### src/rtl/pp_pkg.sv
package pp_pkg;

  localparam int BYTE_W = 8;

  typedef enum logic [2:0] {
    MODE_STD   = 3'b000,
    MODE_BIDIR = 3'b001,
    MODE_FIFO  = 3'b010,
    MODE_X3    = 3'b011,
    MODE_X4    = 3'b100,
    MODE_RSV   = 3'b101,
    MODE_TEST  = 3'b110,
    MODE_CFG   = 3'b111
  } pp_mode_e;

  typedef enum logic [1:0] {
    SQ_IDLE  = 2'd0,
    SQ_SETUP = 2'd1,
    SQ_STRB  = 2'd2,
    SQ_WAIT  = 2'd3
  } sq_state_e;

  // Interrupt line number -> 3-bit field of configuration byte B
  function automatic logic [2:0] irq_field(input logic [3:0] line);
    case (line)
      4'd5:    irq_field = 3'b111;
      4'd7:    irq_field = 3'b001;
      4'd9:    irq_field = 3'b010;
      4'd10:   irq_field = 3'b011;
      4'd11:   irq_field = 3'b100;
      4'd14:   irq_field = 3'b101;
      4'd15:   irq_field = 3'b110;
      default: irq_field = 3'b000;
    endcase
  endfunction

  // DMA channel number -> 3-bit field of configuration byte B
  function automatic logic [2:0] dma_field(input logic [2:0] chan);
    if (chan >= 3'd1 && chan <= 3'd3) dma_field = chan;
    else                              dma_field = 3'b000;
  endfunction

  // Extended control register readback layout
  function automatic logic [7:0] ecr_pack(input pp_mode_e m, input logic ovf,
                                          input logic full, input logic empty);
    ecr_pack = {m, 2'b00, ovf, full, empty};
  endfunction

endpackage

### src/rtl/pp_byte_fifo.sv
module pp_byte_fifo #(
  parameter int W     = 8,
  parameter int DEPTH = 16
) (
  input  logic         clk,
  input  logic         rst_n,
  input  logic         clr,
  input  logic         push,
  input  logic         pop,
  input  logic [W-1:0] din,
  output logic [W-1:0] head,
  output logic         empty,
  output logic         full,
  output logic         ovf
);
  localparam int AW = (DEPTH > 1) ? $clog2(DEPTH) : 1;
  localparam int CW = $clog2(DEPTH + 1);

  logic [W-1:0]  mem [DEPTH];
  logic [AW-1:0] rd_ptr, wr_ptr;
  logic [CW-1:0] count;

  wire do_push   = push && !full && !clr;
  wire do_pop    = pop && !empty && !clr;
  wire push_drop = push && full && !clr;

  function automatic logic [AW-1:0] ptr_next(input logic [AW-1:0] p);
    ptr_next = (p == AW'(DEPTH - 1)) ? '0 : p + AW'(1);
  endfunction

  assign empty = (count == '0);
  assign full  = (count == CW'(DEPTH));
  assign head  = mem[rd_ptr];

  always_ff @(posedge clk) begin
    if (do_push) mem[wr_ptr] <= din;
  end

  always_ff @(posedge clk or negedge rst_n) begin
    if (!rst_n) begin
      rd_ptr <= '0;
      wr_ptr <= '0;
      count  <= '0;
      ovf    <= 1'b0;
    end else if (clr) begin
      rd_ptr <= '0;
      wr_ptr <= '0;
      count  <= '0;
      ovf    <= 1'b0;
    end else begin
      if (do_push) wr_ptr <= ptr_next(wr_ptr);
      if (do_pop)  rd_ptr <= ptr_next(rd_ptr);
      case ({do_push, do_pop})
        2'b10:   count <= count + CW'(1);
        2'b01:   count <= count - CW'(1);
        default: count <= count;
      endcase
      if (push_drop) ovf <= 1'b1;
    end
  end


  fifo_bound_chk: assert property (@(posedge clk) disable iff (!rst_n)
    count <= CW'(DEPTH));

  no_overflow_chk: assert property (@(posedge clk) disable iff (!rst_n)
    push_drop |=> ovf);

  drop_keeps_count_chk: assert property (@(posedge clk) disable iff (!rst_n)
    (push_drop && !pop) |=> (count == $past(count)));

  clear_empties_chk: assert property (@(posedge clk) disable iff (!rst_n)
    clr |=> (empty && !ovf));

endmodule

### src/rtl/pp_tx_seq.sv
module pp_tx_seq
  import pp_pkg::*;
#(
  parameter int W          = 8,
  parameter int SETUP_CYC  = 2,
  parameter int STROBE_CYC = 4
) (
  input  logic         clk,
  input  logic         rst_n,
  input  logic         en,
  input  logic         fifo_empty,
  input  logic [W-1:0] fifo_head,
  input  logic         busy,
  output logic         pop,
  output logic         strobe,
  output logic [W-1:0] dout
);
  localparam int MAXC = (SETUP_CYC > STROBE_CYC) ? SETUP_CYC : STROBE_CYC;
  localparam int TW   = $clog2(MAXC + 1);

  sq_state_e     state_q;
  logic [TW-1:0] cnt_q;
  logic [W-1:0]  byte_q;

  wire setup_done  = (cnt_q == TW'(SETUP_CYC - 1));
  wire strobe_done = (cnt_q == TW'(STROBE_CYC - 1));

  assign pop    = en && (state_q == SQ_IDLE) && !fifo_empty;
  assign strobe = (state_q == SQ_STRB);
  assign dout   = byte_q;

  always_ff @(posedge clk or negedge rst_n) begin
    if (!rst_n) begin
      state_q <= SQ_IDLE;
      cnt_q   <= '0;
      byte_q  <= '0;
    end else if (!en) begin
      state_q <= SQ_IDLE;
      cnt_q   <= '0;
    end else begin
      case (state_q)
        SQ_IDLE: if (!fifo_empty) begin
          byte_q  <= fifo_head;
          state_q <= SQ_SETUP;
          cnt_q   <= '0;
        end
        SQ_SETUP: if (setup_done) begin
          state_q <= SQ_STRB;
          cnt_q   <= '0;
        end else cnt_q <= cnt_q + TW'(1);
        SQ_STRB: if (strobe_done) begin
          state_q <= SQ_WAIT;
          cnt_q   <= '0;
        end else cnt_q <= cnt_q + TW'(1);
        SQ_WAIT: if (!busy) state_q <= SQ_IDLE;
        default: state_q <= SQ_IDLE;
      endcase
    end
  end

  // Independent run-length counter for the strobe pulse
  logic [TW:0] hi_run_q;
  always_ff @(posedge clk or negedge rst_n) begin
    if (!rst_n)      hi_run_q <= '0;
    else if (strobe) hi_run_q <= hi_run_q + (TW+1)'(1);
    else             hi_run_q <= '0;
  end


  strobe_len_chk: assert property (@(posedge clk) disable iff (!rst_n)
    hi_run_q <= (TW+1)'(STROBE_CYC));

  strobe_data_stable_chk: assert property (@(posedge clk) disable iff (!rst_n)
    strobe |=> (strobe ? $stable(dout) : 1'b1));

  busy_hold_chk: assert property (@(posedge clk) disable iff (!rst_n)
    (state_q == SQ_WAIT && busy && en) |=> !pop);

endmodule

### src/rtl/pp_cfg_window.sv
module pp_cfg_window
  import pp_pkg::*;
(
  input  logic [3:0] irq_sel,
  input  logic [2:0] dma_sel,
  output logic [7:0] cfg_b
);
  logic [2:0] irq_c, dma_c;

  always_comb begin
    irq_c = irq_field(irq_sel);
    dma_c = dma_field(dma_sel);
    cfg_b = {2'b00, irq_c, dma_c};
  end
endmodule

### src/rtl/ppmode_core.sv
module ppmode_core
  import pp_pkg::*;
#(
  parameter int          ADDR_W      = 11,
  parameter int          FIFO_DEPTH  = 16,
  parameter int          SETUP_CYC   = 2,
  parameter int          STROBE_CYC  = 4,
  parameter logic [7:0]  CFG_A_VALUE = 8'h3C
) (
  input  logic              clk,
  input  logic              rst_n,
  input  logic [ADDR_W-1:0] addr,
  input  logic              wr_en,
  input  logic              rd_en,
  input  logic [7:0]        wdata,
  output logic [7:0]        rd_data,
  input  logic [7:0]        pd_in,
  output logic [7:0]        pd_out,
  output logic              pd_oe,
  output logic [3:0]        ctl_out,
  output logic              ctl_pp,
  input  logic              busy,
  input  logic [3:0]        irq_sel,
  input  logic [2:0]        dma_sel
);
  localparam logic [ADDR_W-1:0] OFS_DATA = ADDR_W'(12'h000);
  localparam logic [ADDR_W-1:0] OFS_CTRL = ADDR_W'(12'h002);
  localparam logic [ADDR_W-1:0] OFS_WIN0 = ADDR_W'(12'h400);
  localparam logic [ADDR_W-1:0] OFS_WIN1 = ADDR_W'(12'h401);
  localparam logic [ADDR_W-1:0] OFS_ECR  = ADDR_W'(12'h402);
  localparam int                DIR_BIT  = 5;

  pp_mode_e   mode_q;
  logic [7:0] data_q;
  logic [7:0] ctrl_q;

  // named internal events
  logic       dir;
  logic       hit_data, hit_ctrl, hit_win0, hit_win1, hit_ecr;
  logic       fifo_mode_live;
  logic       fifo_clr, fifo_push, host_pop, seq_pop, fifo_pop;
  logic       fifo_empty, fifo_full, fifo_ovf;
  logic [7:0] fifo_head;
  logic       seq_en, seq_strobe;
  logic [7:0] seq_dout;
  logic [7:0] cfg_b;

  assign dir      = ctrl_q[DIR_BIT];
  assign hit_data = (addr == OFS_DATA);
  assign hit_ctrl = (addr == OFS_CTRL);
  assign hit_win0 = (addr == OFS_WIN0);
  assign hit_win1 = (addr == OFS_WIN1);
  assign hit_ecr  = (addr == OFS_ECR);

  assign fifo_mode_live = (mode_q == MODE_FIFO) || (mode_q == MODE_TEST);
  assign fifo_clr  = (mode_q == MODE_STD);
  assign fifo_push = wr_en && hit_win0 && fifo_mode_live;
  assign host_pop  = rd_en && hit_win0 && (mode_q == MODE_TEST);
  assign seq_en    = (mode_q == MODE_FIFO) && !dir;
  assign fifo_pop  = host_pop || seq_pop;

  always_ff @(posedge clk or negedge rst_n) begin
    if (!rst_n) begin
      mode_q <= MODE_STD;
      data_q <= '0;
      ctrl_q <= '0;
    end else if (wr_en) begin
      if (hit_data) data_q <= wdata;
      if (hit_ctrl) ctrl_q <= wdata;
      if (hit_ecr)  mode_q <= pp_mode_e'(wdata[7:5]);
    end
  end

  pp_byte_fifo #(.W(BYTE_W), .DEPTH(FIFO_DEPTH)) u_fifo (
    .clk   (clk),
    .rst_n (rst_n),
    .clr   (fifo_clr),
    .push  (fifo_push),
    .pop   (fifo_pop),
    .din   (wdata),
    .head  (fifo_head),
    .empty (fifo_empty),
    .full  (fifo_full),
    .ovf   (fifo_ovf)
  );

  pp_tx_seq #(.W(BYTE_W), .SETUP_CYC(SETUP_CYC), .STROBE_CYC(STROBE_CYC)) u_seq (
    .clk        (clk),
    .rst_n      (rst_n),
    .en         (seq_en),
    .fifo_empty (fifo_empty),
    .fifo_head  (fifo_head),
    .busy       (busy),
    .pop        (seq_pop),
    .strobe     (seq_strobe),
    .dout       (seq_dout)
  );

  pp_cfg_window u_cfg (
    .irq_sel (irq_sel),
    .dma_sel (dma_sel),
    .cfg_b   (cfg_b)
  );

  // pin side
  always_comb begin
    pd_oe   = (mode_q == MODE_STD) ? 1'b1 : !dir;
    pd_out  = (mode_q == MODE_FIFO) ? seq_dout : data_q;
    ctl_out = ctrl_q[3:0];
    if (mode_q == MODE_FIFO) ctl_out[0] = seq_strobe;
    ctl_pp  = (mode_q != MODE_STD);
  end

  // host readback
  always_comb begin
    rd_data = '0;
    if (hit_data)
      rd_data = (mode_q == MODE_BIDIR) ? pd_in : data_q;
    else if (hit_ctrl)
      rd_data = ctrl_q;
    else if (hit_ecr)
      rd_data = ecr_pack(mode_q, fifo_ovf, fifo_full, fifo_empty);
    else if (hit_win0) begin
      if (mode_q == MODE_CFG)       rd_data = CFG_A_VALUE;
      else if (mode_q == MODE_TEST) rd_data = fifo_head;
    end else if (hit_win1) begin
      if (mode_q == MODE_CFG)       rd_data = cfg_b;
    end
  end


  std_drive_chk: assert property (@(posedge clk) disable iff (!rst_n)
    (mode_q == MODE_STD) |-> pd_oe);

  std_fifo_clear_chk: assert property (@(posedge clk) disable iff (!rst_n)
    (mode_q == MODE_STD) |=> (fifo_empty && !fifo_ovf));

  bidir_release_chk: assert property (@(posedge clk) disable iff (!rst_n)
    (mode_q == MODE_BIDIR && dir) |-> !pd_oe);

  test_no_strobe_chk: assert property (@(posedge clk) disable iff (!rst_n)
    (mode_q == MODE_TEST) |-> !seq_strobe);

  dir_blocks_tx_chk: assert property (@(posedge clk) disable iff (!rst_n)
    (mode_q == MODE_FIFO && dir) |-> (!seq_pop && !pd_oe));

  cfg_no_push_chk: assert property (@(posedge clk) disable iff (!rst_n)
    (mode_q == MODE_CFG && fifo_empty) |=> fifo_empty);

endmodule

### config.mk
export PLATFORM = sky130hd
export DESIGN_NAME = ppmode_core
export DESIGN_NICKNAME = d
export VERILOG_FILES = /design/src/rtl/pp_pkg.sv /design/src/rtl/pp_byte_fifo.sv /design/src/rtl/pp_tx_seq.sv /design/src/rtl/pp_cfg_window.sv /design/src/rtl/ppmode_core.sv
export SDC_FILE = /design/constraint.sdc
export NUM_CORES = 1
export LEC_CHECK = 0
export ABC_AREA = 1
export BUFFER_PORTS_ARGS = -buffer_cell sky130_fd_sc_hd__buf_2
export CAP_MARGIN = 20
export CORE_ASPECT_RATIO = 2
export CORE_UTILIZATION = 45
export CTS_CLUSTER_DIAMETER = 80
export DETAILED_ROUTE_END_ITERATION = 10
export SLEW_MARGIN = 10
export SYNTH_ARGS = -nofsm -noshare
export SYNTH_HDL_FRONTEND = slang
export SYNTH_SLANG_ARGS = --single-unit
### constraint.sdc
create_clock -name clk -period 3.1 [get_ports clk]
set_input_delay 0.155 -clock clk [delete_from_list [all_inputs] [get_ports clk]]
set_output_delay 0.155 -clock clk [all_outputs]
set_load 0.005 [all_outputs]
; Word-level counts from Yosys, hierarchy flattened
; Memory sizes are Yosys's and may differ from the RTL's.
; Cells that the tools add are included.
[classes]
n_reduce_logical = 35
addsub = 5
muxes = 37
eq_ne = 30
n_bitwise = 1
order_cmp = 2
[op_table]
columns = cell, count
row1 = 8-bit 2-to-1 mux, 8
row2 = 11-bit == test (second input constant), 3
row3 = 4-bit == test (second input constant), 7
row4 = 4-bit 2-to-1 mux, 6
row5 = 3-bit one-hot mux with 7 select lines, 1
row6 = 3-bit 2-to-1 mux, 5
row7 = 1-bit logical AND, 14
row8 = 6-bit 2-to-1 mux, 2
row9 = 3-bit != test (second input constant), 4
row10 = 11-bit by 2-bit == test with 1-bit output (second input constant), 1
row11 = 11-bit logical NOT, 1
row12 = 2-bit 2-to-1 mux, 5
row13 = 5-bit one-hot mux with 2 select lines, 1
row14 = 3-bit one-hot mux with 3 select lines, 1
row15 = 4-bit by 1-bit adder with 4-bit output (second input constant), 2
row16 = 4-bit by 3-bit == test with 1-bit output (second input constant), 2
row17 = 2-bit one-hot mux with 4 select lines, 1
row18 = 2-bit AND reduction, 4
row19 = 2-bit == test (second input constant), 3
row20 = 3-bit by 1-bit == test with 1-bit output (second input constant), 2
row21 = 3-bit by 2-bit == test with 1-bit output (second input constant), 2
row22 = 3-bit == test (second input constant), 2
row23 = 1-bit 2-to-1 mux, 6
row24 = 2-bit nonzero test, 3
row25 = other kinds (18), 24
[totals]
ramBits = 128
input_bits = 39
output_inout_bits = 22
n_memories = 1
wordCells = 121
regBits = 46
[mem_list]
columns = name, words, width, rd, rd_ports_with_merged_regs, wr, line_no
row1 = u_fifo.mem, 16, 8, 1, 0, 1, pp_byte_fifo.sv:19  ; logic [W-1:0] mem [DEPTH];

; Depth between registers and ports, before layout
[logic_depth]
ltp_word = 10
mapped_depth = 19
ltp_nobuf = 19

; Hierarchy
; A second synthesis with hierarchy kept.
[hier_totals]
hier_cells = 841
hier_area_um2 = 8443.1
[modules_own_cells]
columns = module, cells_each, area_per_inst_um2, seq_area_each_um2, instances
row1 = pp_byte_fifo, 503, 5989.5, 4194.0, 1
row2 = ppmode_core, 219, 1596.5, 475.5, 1
row3 = pp_tx_seq, 92, 734.5, 325.3, 1
row4 = pp_cfg_window, 27, 122.6, 0.0, 1

; Worst setup path after synthesis
; OpenSTA, ideal clock, no wires.
[synth_timing]
path_kind = register -> register
start = register mode_q[0]
end = register u_fifo.count[4]
slack_ps = 816
t_arrival_ps = 2167
stages_incl_launch_ff = 15
setup_time_ps = 116
cell_sequence = dfrtp_1 -> nor2_4 -> nand2_1 -> nor2_8 -> nand2_4 -> nand2_4 -> nand2_4 -> fa_1 -> o21ai_0 -> xor2_1 -> inv_1 -> nand2_1 -> nand2_1 -> nand2_1 -> nand2_1
[synth_between]
elab_chain_len = 10
[synth_rtl]
columns = element, line_no
row1 = start: declaration, ppmode_core.sv:33  ; pp_mode_e mode_q;
row2 = start signal: assignment, ppmode_core.sv:70  ; if (hit_ecr) mode_q <= pp_mode_e'(wdata[7:5]);
row3 = 3-bit by 2-bit == test with 1-bit output, "ppmode_core.sv:55, ppmode_core.sv:59"
row4 = 1-bit logical AND, ppmode_core.sv:59  ; assign seq_en = (mode_q == MODE_FIFO) && !dir;
row5 = 1-bit logical AND (2 in a row), pp_tx_seq.sv:28  ; assign pop = en && (state_q == SQ_IDLE) && !fifo_empty;
row6 = 1-bit logical OR, ppmode_core.sv:60  ; assign fifo_pop = host_pop || seq_pop;
row7 = 1-bit logical AND (2 in a row), pp_byte_fifo.sv:24  ; wire do_pop = pop && !empty && !clr;
row8 = 2-bit by 1-bit == test with 1-bit output / 2-bit == test (equally long branches), pp_byte_fifo.sv:53  ; case ({do_push, do_pop})
row9 = 5-bit one-hot mux with 2 select lines, pp_byte_fifo.sv:53
row10 = 5-bit 2-to-1 mux, pp_byte_fifo.sv:45  ; end else if (clr) begin
row11 = end signal: assignment, pp_byte_fifo.sv:54  ; 2'b10: count <= count + CW'(1);
row12 = end signal: assignment, pp_byte_fifo.sv:55  ; 2'b01: count <= count - CW'(1);
row13 = end signal: assignment, pp_byte_fifo.sv:56  ; default: count <= count;
row14 = end: declaration, pp_byte_fifo.sv:21  ; logic [CW-1:0] count;
; Several ways; a longest one is shown, not always the timed one.
; A chain may end at the register's enable or synchronous reset.

; Final worst setup path
[layout_timing]
start = register u_fifo.rd_ptr[0]
end = output port rd_data[5]
[layout_between]
elab_chain_len = 7
[layout_rtl]
columns = element, line_no
row1 = start: declaration, pp_byte_fifo.sv:20  ; logic [AW-1:0] rd_ptr, wr_ptr;
row2 = start signal: assignment, pp_byte_fifo.sv:52  ; if (do_pop) rd_ptr <= ptr_next(rd_ptr);
row3 = memory 16 x 8 bit, --
row4 = 8-bit 2-to-1 mux, ppmode_core.sv:125  ; else if (mode_q == MODE_TEST) rd_data = fifo_head;
row5 = 8-bit 2-to-1 mux, ppmode_core.sv:124  ; if (mode_q == MODE_CFG) rd_data = CFG_A_VALUE;
row6 = 8-bit 2-to-1 mux, ppmode_core.sv:123  ; else if (hit_win0) begin
row7 = 8-bit 2-to-1 mux, ppmode_core.sv:121  ; else if (hit_ecr)
row8 = 8-bit 2-to-1 mux, ppmode_core.sv:119  ; else if (hit_ctrl)
row9 = 8-bit 2-to-1 mux, ppmode_core.sv:117  ; if (hit_data)
row10 = end: declaration, ppmode_core.sv:16  ; output logic [7:0] rd_data,
; No other way between the ends.

==> impl_metrics.toml <==
[global_routing]
antenna_violations_before_repair = 0
grt_max_degree = 45
grt_pass1_vias = 6282
overflow = 0
grt_pass1_wl_um = 34400
grt_util_all_layers = 0.241

[finish]
area.growth.synth_to_final_pct = 13.5
antenna_cells_inserted = 0
mostFrequentLayoutCells = "sky130_fd_sc_hd__nand2_1 (224), sky130_fd_sc_hd__edfxtp_1 (128), sky130_fd_sc_hd__nor2_1 (89)"
finalInstanceArea_um2 = 9630
final_layout_size_suffix_gt1_frac = 0.176
layout.cells.most_common = "sky130_fd_sc_hd__nand2_1"
fin_nets = 997

[logic_synthesis]
synth-edff-count = 128
synth_cell_types = 45
yosysWarningCount = 0
synthCells = 868
netlist.top_cell.by_area = "sky130_fd_sc_hd__edfxtp_1"
postSynth.asyncResetShare = 0.264
syn-num-nets = 925
ys.flop_type = "sky130_fd_sc_hd__edfxtp_1"
synth_area_leaders = "sky130_fd_sc_hd__edfxtp_1 (45%), sky130_fd_sc_hd__dfrtp_1 (14%), sky130_fd_sc_hd__nand2_1 (9.9%)"
postSynthRegisterBits = 174
yosysTopAreaCellShare = 0.453
synth.yosys.seq_area_share = 0.589
syn_area_um2 = 8480
post_synth.cell_area_avg_um2 = 9.77

[sta]
max_freq_mhz = 366
fin_crit_sh = 0.881
slew_at_the_pin_closest_to_its_max_slew_limit_ps = 843
finalHoldViolCount = 0
setup_viol_count_final = 0
maxSlewViolCount = 0
grt_setup_unrepaired = "false"
finalWorstPathRequiredPeriod_ps = 2730
timing.clock.skew_ps = 8.59
timing.slew.headroom = 0.438
timing.setup.tns_ps = 0

[floorplanning]
coreArea_um2 = 18400
dieArea_um2 = 19400
start_util = 0.461
die-width_um = 99.1
fp-row-count = 70
ios = 61
chipHeight_um = 196

[place]
finalWeightedCongestion = 0.936
postPlaceCellArea_um2 = 9030
port_buffers = 60
post_detailed_placement_half_perimeter_wirelength_um = 16100

[pwr]
max-vdd-ir-drop_mv = 0.351
power.leakage_nw = 4.13
finalPower_w = 0.00475
p_per_area_nw_per_um2 = 493

[clock_tree]
cts_repair_resize_count = 0
clock_sinks = 174
max-clock-path-buffers = 2
clkSlewWorstSetupHoldPaths_ps = 70
cts_bufs_inserted = 17
worstSkewPairLatency_ps = 420
cts_root_buffer = "sky130_fd_sc_hd__clkbuf_16"
tritoncts_clock_tree = "yes"
clock_tree.htree_level_count = 4

[setup_path]
worstPathMaxFanout = 44
cp.required_ps = 2940
timing.rr.start = "u_fifo.count[1]$_DFFE_PN0P_"
worstSetupStartpoint = "u_fifo.rd_ptr[0]$_DFFE_PN0P_"
setup_crit_start_kind = "flip-flop"
worstPathArrival_ps = 2580
setup.worst_path.end_class = "output port"
timing_worst_setup_path_type = "flip-flop to output port"

[route]
viasPerCell = 5.30
drc = 0
drt-total-wl_um = 22000
first_pass_iters = 5
via_count = 6200
drt_iter0_drcs = 380
final_antenna_net_count = 0
avgRoutedWirePerCell_um = 18.8

[min_path]
hold_path_class = "primary input to flip-flop"
startpoint_of_the_tightest_hold_check_path = "wdata[1]"

[run]
timing.max_cap.violations = 0

[run_status]
outcome = "completed"
==> critical path, cell delays in order (launching register included) <==
cell	delay (ps)
sky130_fd_sc_hd__dfrtp_2	390
sky130_fd_sc_hd__buf_4	430
sky130_fd_sc_hd__buf_4	290
sky130_fd_sc_hd__nand2_1	70
sky130_fd_sc_hd__nand3_1	120
sky130_fd_sc_hd__nand2_1	60
sky130_fd_sc_hd__nor2_1	100
sky130_fd_sc_hd__nand2_1	110
sky130_fd_sc_hd__nand2_1	140
sky130_fd_sc_hd__nand2_1	60
sky130_fd_sc_hd__nand2_1	60
sky130_fd_sc_hd__nand2_1	50
sky130_fd_sc_hd__nand2_1	50
sky130_fd_sc_hd__nand2_1	60
sky130_fd_sc_hd__nand2_1	50
sky130_fd_sc_hd__buf_2	100
==> metal layers <==
metal / vias up / global-route usage / wire length (um)
met3: 71 / 0.0374 / 776
li1: 3050 / - / -
met1: 2883 / 0.239 / 7740
met5: - / 0 / 0
met4: 0 / 0.166 / 1530
met2: 196 / 0.451 / 11900
==> synth_stat cells, drive strengths merged, types with 3 or more instances <==
cell	n
mux2	7
inv	89
nor2	97
ha	17
a31oi	8
o21ai	72
o211ai	9
nand2	236
a211oi	5
edfxtp	128
nand3	59
clkbuf	4
a21oi	40
nor3	3
buf	27
nand4	3
dfrtp	46
o22ai	4
==> power breakdown <==
| group | leakage [nW] | switching (W) | internal [W] | total [W] |
|---|---|---|---|---|
| registers | 1.75 | 0.00000372 | 0.00251 | 0.00251 |
| logic | 2.09 | 0.0000940 | 0.0000365 | 0.000131 |
| clock network | 0.297 | 0.000890 | 0.00122 | 0.00211 |
| total | 4.13 | 0.000988 | 0.00376 | 0.00475 |
==> registers in the layout, indices dropped and copies added (netlist names) <==
name	cells
u_fifo.mem	128
ctrl_q	8
data_q	8
u_seq.dout	8
u_fifo.count	5
u_fifo.rd_ptr	4
u_fifo.wr_ptr	4
mode_q	3
u_seq.cnt_q	3
u_seq.state_q	2
u_fifo.ovf	1
==> per-stage QoR <==
stage | hold WS [ps] | setup WS, ps | utilization | std cells
global route | 163 | 114 | 0.524 | 1169
finish | 164 | 369 | 0.524 | 1169
CTS | 157 | 366 | 0.524 | 1169
detailed placement | 304 | 600 | 0.491 | 1136
global placement | 298 | 637 | 0.491 | 1136
floorplan | -141 | 816 | - | 868
==> logic make-up after synthesis <==
kind of cell             share of synthesized area
adder cells (fa/ha/maj)                     0.0274
buffers and inverters                       0.0655
multiplexers                               0.00929
flip-flops                                   0.589
AND/OR/NAND/NOR                              0.213
AO/OA/AOI/OAI                               0.0922
XOR/XNOR                                   0.00413
==> path summary, 6_finish.rpt <==
check	depth (start not counted)	to	slack [ps]
worst max-delay path	15	rd_data[5]	370
worst min-delay path	1	u_fifo.mem[9][1]$_DFFE_PP_	160
worst max register to register	19	u_fifo.count[4]$_DFFE_PN0P_	600
worst min register to register	2	ctrl_q[4]$_DFFE_PN0P_	500
max in group asynchronous	3	u_fifo.count[0]$_DFFE_PN0P_	2040
min in group asynchronous	2	ctrl_q[1]$_DFFE_PN0P_	370
==> cell type report <==
| type | count | area [um^2] |
|---|---|---|
| well taps | 216 | 270 |
| fillers | 1728 | 8760 |
| repair buffers | 84 | 483 |
| inverters | 91 | 353 |
| multi-input cells | 572 | 2930 |
| clock buffers | 23 | 529 |
| clock inverters | 9 | 67.6 |
| flip-flops and latches | 174 | 5000 |
==> what timing repair did <==
action / 4_1_cts / 5_1_grt
setup buffers: 0 / 0
hold buffers: 1 / 0
endpoints found under the hold margin: 36 / 0
(Power assumes the default switching activity.)
